File: config.mk
export PLATFORM = sky130hd
export DESIGN_NAME = cpuclk_src_div
export DESIGN_NICKNAME = d
export VERILOG_FILES = /design/src/rtl/cpuclk_pkg.sv /design/src/rtl/cpuclk_cfg_ctl.sv /design/src/rtl/cpuclk_ratio_dec.sv /design/src/rtl/cpuclk_tick_div.sv /design/src/rtl/cpuclk_src_div.sv
export SDC_FILE = /design/constraint.sdc
export NUM_CORES = 1
export LEC_CHECK = 0
export ABC_AREA = 1
export CAP_MARGIN = 10
export CORE_ASPECT_RATIO = 0.9
export CORE_MARGIN = 1.5
export CORE_UTILIZATION = 25
export DETAILED_ROUTE_END_ITERATION = 8
export DONT_BUFFER_PORTS = 1
export GPL_TIMING_DRIVEN = 0
export HOLD_SLACK_MARGIN = 0.08
export SETUP_SLACK_MARGIN = 0.1
export SYNTH_ARGS = -nofsm -noshare
export SYNTH_HDL_FRONTEND = slang
export SYNTH_HIERARCHICAL = 1
export SYNTH_SLANG_ARGS = --single-unit
File: constraint.sdc
create_clock -name clk -period 1.95 [get_ports clk]
set_input_delay 0.39 -clock clk [delete_from_list [all_inputs] [get_ports clk]]
set_output_delay 0.39 -clock clk [all_outputs]
set_load 0.01 [all_outputs]
File: src/rtl/cpuclk_pkg.sv
package cpuclk_pkg;

    typedef enum logic [1:0] {
        SRC_MAIN = 2'd0,
        SRC_SUB  = 2'd1,
        SRC_OCO  = 2'd2,
        SRC_PLL  = 2'd3
    } clk_src_e;

    typedef enum logic [2:0] {
        PM_HIGH   = 3'd0,
        PM_MIDDLE = 3'd1,
        PM_LOW    = 3'd2,
        PM_OCO    = 3'd3,
        PM_OCO_LP = 3'd4
    } pwr_mode_e;

    localparam int MAX_DIV    = 16;
    localparam int CNT_W      = $clog2(MAX_DIV);
    localparam int NUM_SRC    = 4;
    localparam logic [1:0] RST_FIELD = 2'b10;

endpackage

File: src/rtl/cpuclk_cfg_ctl.sv
module cpuclk_cfg_ctl
    import cpuclk_pkg::*;
(
    input  logic        clk,
    input  logic        rst_n,
    input  logic        wr_en,
    input  logic [1:0]  wr_src,
    input  logic        wr_mode,
    input  logic [1:0]  wr_field,
    input  logic [2:0]  pwr_mode,
    input  logic        stop_entry,
    input  logic        main_off_req,
    output clk_src_e    src_q_o,
    output logic        mode_q_o,
    output logic [1:0]  field_q_o,
    output logic        err_q_o
);

    typedef struct packed {
        clk_src_e   src;
        logic       mode;
        logic [1:0] field;
        logic       err;
    } cfg_state_t;

    cfg_state_t cfg_d, cfg_q;
    logic       stop_forces;
    logic       off_forces;

    always_comb begin
        stop_forces = stop_entry &&
                      (pwr_mode == PM_HIGH || pwr_mode == PM_MIDDLE ||
                       pwr_mode == PM_OCO  || pwr_mode == PM_OCO_LP);
        off_forces  = main_off_req && (pwr_mode == PM_LOW);

        cfg_d = cfg_q;
        if (wr_en) begin
            cfg_d.src   = clk_src_e'(wr_src);
            cfg_d.mode  = wr_mode;
            cfg_d.field = wr_field;
            if (wr_src == SRC_PLL && (wr_mode || wr_field != 2'b00)) begin
                cfg_d.err = 1'b1;
            end
        end
        // hardware override has priority over a simultaneous write
        if (stop_forces || off_forces) begin
            cfg_d.mode = 1'b1;
        end
    end

    always_ff @(posedge clk) begin
        if (!rst_n) begin
            cfg_q.src   <= SRC_OCO;
            cfg_q.mode  <= 1'b0;
            cfg_q.field <= RST_FIELD;
            cfg_q.err   <= 1'b0;
        end else begin
            cfg_q <= cfg_d;
        end
    end

    assign src_q_o   = cfg_q.src;
    assign mode_q_o  = cfg_q.mode;
    assign field_q_o = cfg_q.field;
    assign err_q_o   = cfg_q.err;

    a_r7_stop_sets_mode: assert property (@(posedge clk) disable iff (!rst_n)
        (stop_entry && pwr_mode != PM_LOW && pwr_mode <= PM_OCO_LP) |=> mode_q_o);

    a_r8_mainoff_sets_mode: assert property (@(posedge clk) disable iff (!rst_n)
        (main_off_req && pwr_mode == PM_LOW) |=> mode_q_o);

    a_r6_err_sticky: assert property (@(posedge clk) disable iff (!rst_n)
        err_q_o |=> err_q_o);

endmodule

File: src/rtl/cpuclk_ratio_dec.sv
module cpuclk_ratio_dec
    import cpuclk_pkg::*;
#(
    parameter int TERM_W = CNT_W
) (
    input  clk_src_e          src,
    input  logic              mode,
    input  logic [1:0]        field,
    output logic [TERM_W-1:0] term
);

    // term is the ratio minus one, the last count of an interval
    always_comb begin
        term = '0;
        if (src == SRC_MAIN || src == SRC_OCO) begin
            if (mode) begin
                term = TERM_W'(7);
            end else begin
                unique case (field)
                    2'b00: term = TERM_W'(0);
                    2'b01: term = TERM_W'(1);
                    2'b10: term = TERM_W'(15);
                    2'b11: term = TERM_W'(3);
                endcase
            end
        end
    end

endmodule

File: src/rtl/cpuclk_tick_div.sv
module cpuclk_tick_div
    import cpuclk_pkg::*;
#(
    parameter int            TERM_W   = CNT_W,
    parameter int            SRC_N    = NUM_SRC,
    parameter clk_src_e      RST_SRC  = SRC_OCO,
    parameter logic [TERM_W-1:0] RST_TERM = '1
) (
    input  logic              clk,
    input  logic              rst_n,
    input  logic [SRC_N-1:0]  tick_vec,
    input  clk_src_e          req_src,
    input  logic [TERM_W-1:0] req_term,
    output logic              en_o
);

    typedef struct packed {
        logic [TERM_W-1:0] cnt;
        logic [TERM_W-1:0] term;
        clk_src_e          src;
        logic              en;
    } div_state_t;

    div_state_t div_d, div_q;

    always_comb begin
        div_d    = div_q;
        div_d.en = 1'b0;
        if (tick_vec[div_q.src]) begin
            if (div_q.cnt == div_q.term) begin
                div_d.cnt  = '0;
                div_d.en   = 1'b1;
                div_d.src  = req_src;
                div_d.term = req_term;
            end else begin
                div_d.cnt = div_q.cnt + 1'b1;
            end
        end
    end

    always_ff @(posedge clk) begin
        if (!rst_n) begin
            div_q.cnt  <= '0;
            div_q.term <= RST_TERM;
            div_q.src  <= RST_SRC;
            div_q.en   <= 1'b0;
        end else begin
            div_q <= div_d;
        end
    end

    assign en_o = div_q.en;

    a_r9_cnt_in_range: assert property (@(posedge clk) disable iff (!rst_n)
        div_q.cnt <= div_q.term);

    a_r4_pll_undivided: assert property (@(posedge clk) disable iff (!rst_n)
        (div_q.src == SRC_PLL || div_q.src == SRC_SUB) |-> div_q.term == '0);

    a_r10_single_pulse: assert property (@(posedge clk) disable iff (!rst_n)
        (en_o && div_q.term != '0) |=> !en_o);

endmodule

File: src/rtl/cpuclk_src_div.sv
module cpuclk_src_div
    import cpuclk_pkg::*;
(
    input  logic       clk,
    input  logic       rst_n,
    input  logic       main_tick,
    input  logic       sub_tick,
    input  logic       oco_tick,
    input  logic       pll_tick,
    input  logic       cfg_we,
    input  logic [1:0] cfg_src,
    input  logic       cfg_div_mode,
    input  logic [1:0] cfg_div_field,
    input  logic [2:0] pwr_mode,
    input  logic       stop_entry,
    input  logic       main_off_req,
    output logic       cpu_en,
    output logic       wdt_en,
    output logic       cfg_err,
    output logic [1:0] cur_src,
    output logic       cur_div_mode,
    output logic [1:0] cur_div_field
);

    clk_src_e           st_src;
    logic               st_mode;
    logic [1:0]         st_field;
    logic [CNT_W-1:0]   req_term;
    logic [NUM_SRC-1:0] ticks;
    logic               en;

    always_comb begin
        ticks           = '0;
        ticks[SRC_MAIN] = main_tick;
        ticks[SRC_SUB]  = sub_tick;
        ticks[SRC_OCO]  = oco_tick;
        ticks[SRC_PLL]  = pll_tick;
    end

    cpuclk_cfg_ctl u_cfg (
        .clk          (clk),
        .rst_n        (rst_n),
        .wr_en        (cfg_we),
        .wr_src       (cfg_src),
        .wr_mode      (cfg_div_mode),
        .wr_field     (cfg_div_field),
        .pwr_mode     (pwr_mode),
        .stop_entry   (stop_entry),
        .main_off_req (main_off_req),
        .src_q_o      (st_src),
        .mode_q_o     (st_mode),
        .field_q_o    (st_field),
        .err_q_o      (cfg_err)
    );

    cpuclk_ratio_dec #(.TERM_W(CNT_W)) u_dec (
        .src   (st_src),
        .mode  (st_mode),
        .field (st_field),
        .term  (req_term)
    );

    cpuclk_tick_div #(
        .TERM_W   (CNT_W),
        .SRC_N    (NUM_SRC),
        .RST_SRC  (SRC_OCO),
        .RST_TERM (CNT_W'(MAX_DIV - 1))
    ) u_div (
        .clk      (clk),
        .rst_n    (rst_n),
        .tick_vec (ticks),
        .req_src  (st_src),
        .req_term (req_term),
        .en_o     (en)
    );

    assign cpu_en        = en;
    assign wdt_en        = en;
    assign cur_src       = st_src;
    assign cur_div_mode  = st_mode;
    assign cur_div_field = st_field;

    a_r3_mode_gives_div8: assert property (@(posedge clk) disable iff (!rst_n)
        (st_mode && (st_src == SRC_MAIN || st_src == SRC_OCO)) |-> req_term == CNT_W'(7));

    a_r4_pll_err_flag: assert property (@(posedge clk) disable iff (!rst_n)
        (cfg_we && cfg_src == SRC_PLL && cfg_div_field != 2'b00) |=> cfg_err);

endmodule

==> metrics.csv <==
stage,metric,value,unit
timing,unrepaired setup endpoints after global routing,no,
placed_design,Post-DP HPWL,1.43,mm
timing,worst hold slack,0.219,ns
flow_run,max-cap violations,0,
layout,layout cell share with drive strength beyond 1,10.7,%
timing,Worst-Margin Slew,0.353,ns
route,routed vias,836,
route,vias per cell,4.33,
placed_design,Area after DPL,978,um^2
layout,Antenna Diode Count,0,
setup_path,Critical Path Start,u_div/div_q[7],
timing,fmax,796,MHz
power,peak supply drop,0.349,mV
timing,Clock Skew,0.00319,ns
layout,fin nets,168,
cts,Sink Count,17,
run_status,status,"complete, no violations",
synth,largest family of logic cells by synthesized area,simple AND/OR/NAND/NOR gates,
timing,setup TNS,0,ns
cts,clk root buf,clkbuf_8,
synth,Post-Syn Nets,163,
cts,H-tree Lvls,1,
grt,gr usage total,10.9,%
floorplan,Die Footprint,4070,um^2
setup_path,Setup crit start kind,flip-flop,
route,DR WL/cell,9.49,um
synth,sequential area share after synthesis,36.9,%
floorplan,Core Region,3450,um^2
layout,fin cells,193,
route,DRT Pass-1 Iters,4,
synth,Post-Syn Area per Cell,6.37,um^2
synth,mux contribution to synthesized area,0,%
grt,first-pass GRT wire length,3.23,mm
synth,post-synthesis cell count,145,
floorplan,Starting Density,26.7,%
synth,post-synthesis adder-cell area fraction,1.36,%
route,Routed Antenna Nets,0,
synth,Synth Area in Compound Gates,4.20,%
synth,post-synthesis async set-or-reset flop share,0,%
layout,Layout area overhead,10.8,%
synth,"Top FF cell, synth",dfxtp_1,
synth,post-synth top area share,36.9,%
grt,largest net degree at the start of global routing,11,
timing,final setup fails,0,
cts,Num CTS Buffers,3,
cts,CTS Buffer Depth,2,
cts,clk_lat worst skew,0.25,ns
timing,slew margin rel.,76.5,%
route,final wirelength,1.83,mm
layout,post-route cell area,1020,um^2
placed_design,gp weighted congestion,0.756,
grt,number of global-route vias before repair,758,
setup_path,r2r startpoint,u_div/div_q[7],
synth,"Cell Area, Synth",923,um^2
cts,"Clk pin slew, worst setup/hold paths",0.07,ns
floorplan,Die Y,60.7,um
grt,total gr overflow,0,
timing,"Hold Vio Cnt, Final",0,
setup_path,Setup Crit Path Kind,reg2reg,
setup_path,WP data arrival,1.40,ns
synth,Post-Synth Simple-Gate Area,45.8,%
floorplan,floorplan row count,20,
layout,"commonest non-fill, non-tap cells in the layout","nand2_1, inv_1, dfxtp_1, nor2_1, nand3_1",
placed_design,I/O Buffers,0,
cts,post-CTS sizing,0,
power,static leakage,0.544,nW
timing,Final Cycle Share,64.4,%
setup_path,CP Capture Type,flip-flop,
grt,initial antenna violation count,0,
synth,Post-synth EDFFs,0,
hold_path,hold path startpoint,cfg_we,
synth,top post-synthesis cells by area,"dfxtp_1, nand2_1, nand3_1",
synth,cell type with the highest aggregate area in the netlist,dfxtp_1,
cts,hold_buf cts,0,
floorplan,IO Pins,25,
floorplan,Die W,67.1,um
setup_path,"Max FO, Critical Path",8,
synth,Yosys reg bits,17,
cts,postcts setup bufs,0,
timing,Pins Over Slew Limit,0,
synth,Post-Synth XOR/XNOR Area,0,%
setup_path,CP Data Required Time,2.10,ns
synth,number of synthesis warnings,6,
route,number of DRC markers in iteration 0,44,
route,# DRC,0,
timing,Period minus WS final,1.26,ns
placed_design,DP Cell Count,189,
synth,"Distinct cells, synth",19,
power,pwr/cell area,700,nW/um^2
cts,CTS tree,yes,
hold_path,Hold WC Path Type,in2reg,
layout,"commonest non-fill, non-tap cell in the layout",nand2_1,
==> final timing paths <==
kind / to / slack (ns) / cells after the start
setup reg to reg: u_div/div_q[10] / 0.69 / 7
hold reg to reg: u_div/div_q[6] / 0.48 / 2
setup / recovery: u_div/div_q[10] / 0.69 / 7
hold / removal: u_cfg/src_q_o[0] / 0.22 / 1
==> where the power goes <==
part	total, W	switching, W	leakage, nW	internal (W)
combinational	0.0000720	0.0000446	0.382	0.0000274
clock	0.000265	0.000120	0.0228	0.000145
sequential	0.000380	0.0000197	0.139	0.000360
total	0.000717	0.000184	0.544	0.000532
==> critical path, cell delays in order (launching register included) <==
cell and delay [ns]:
dfxtp_1 0.40, inv_2 0.06, nand2_1 0.06, nand2_1 0.08, nor2_4 0.22, nand3_4 0.14
nand2_2 0.13, nor2_1 0.06
==> Yosys cell counts, types with 2 or more instances <==
cell type,count
nand2_1,51
inv_1,18
dfxtp_1,17
nor2_1,16
nand3_1,15
inv_2,5
nand4_1,5
a21oi_1,3
o21ai_0,3
nand2_2,2
nor2_4,2
==> cell type report <==
| cell class | instances | area, um^2 |
|---|---|---|
| clock buffers | 4 | 45.0 |
| plain buffers | 3 | 22.5 |
| fillers | 390 | 2430 |
| multi-input cells | 102 | 474 |
| well taps | 44 | 55.1 |
| flip-flops and latches | 17 | 340 |
| inverters | 23 | 86.3 |
==> layer usage <==
| layer | GRT usage (%) | part of all wire, % | wire [um] |
|---|---|---|---|
| met5 | 0 | 0 | 0 |
| met4 | 5.25 | 2.1 | 38 |
| met3 | 4.64 | 7.4 | 136 |
| met2 | 16.4 | 40 | 728 |
| met1 | 13.6 | 51 | 927 |
==> registers in the layout, indices dropped and copies added (netlist names) <==
| name | cells |
|---|---|
| u_div/div_q | 10 |
| u_cfg/field_q_o | 2 |
| u_cfg/src_q_o | 2 |
| u_cfg/err_q_o | 1 |
| u_cfg/mode_q_o | 1 |
| u_div/en_o | 1 |
==> cell families after synthesis <==
family,after synthesis
adder cells (fa/ha/maj),1
AO/OA/AOI/OAI,7
buffers and inverters,26
flip-flops,17
AND/OR/NAND/NOR,94
==> per-stage QoR <==
| stage | util (%) | power [W] | setup slack [ns] |
|---|---|---|---|
| final | 29.6 | 0.000717 | 0.694 |
| after global routing | 29.6 | 0.000758 | 0.579 |
| after CTS | 29.6 | 0.000729 | 0.686 |
| after detailed placement | 28.3 | 0.000460 | 0.709 |
| after global placement | 28.3 | 0.000458 | 0.709 |
| after floorplan | - | 0.000444 | 0.869 |
Note: power is estimated with default switching activity, not from simulation.
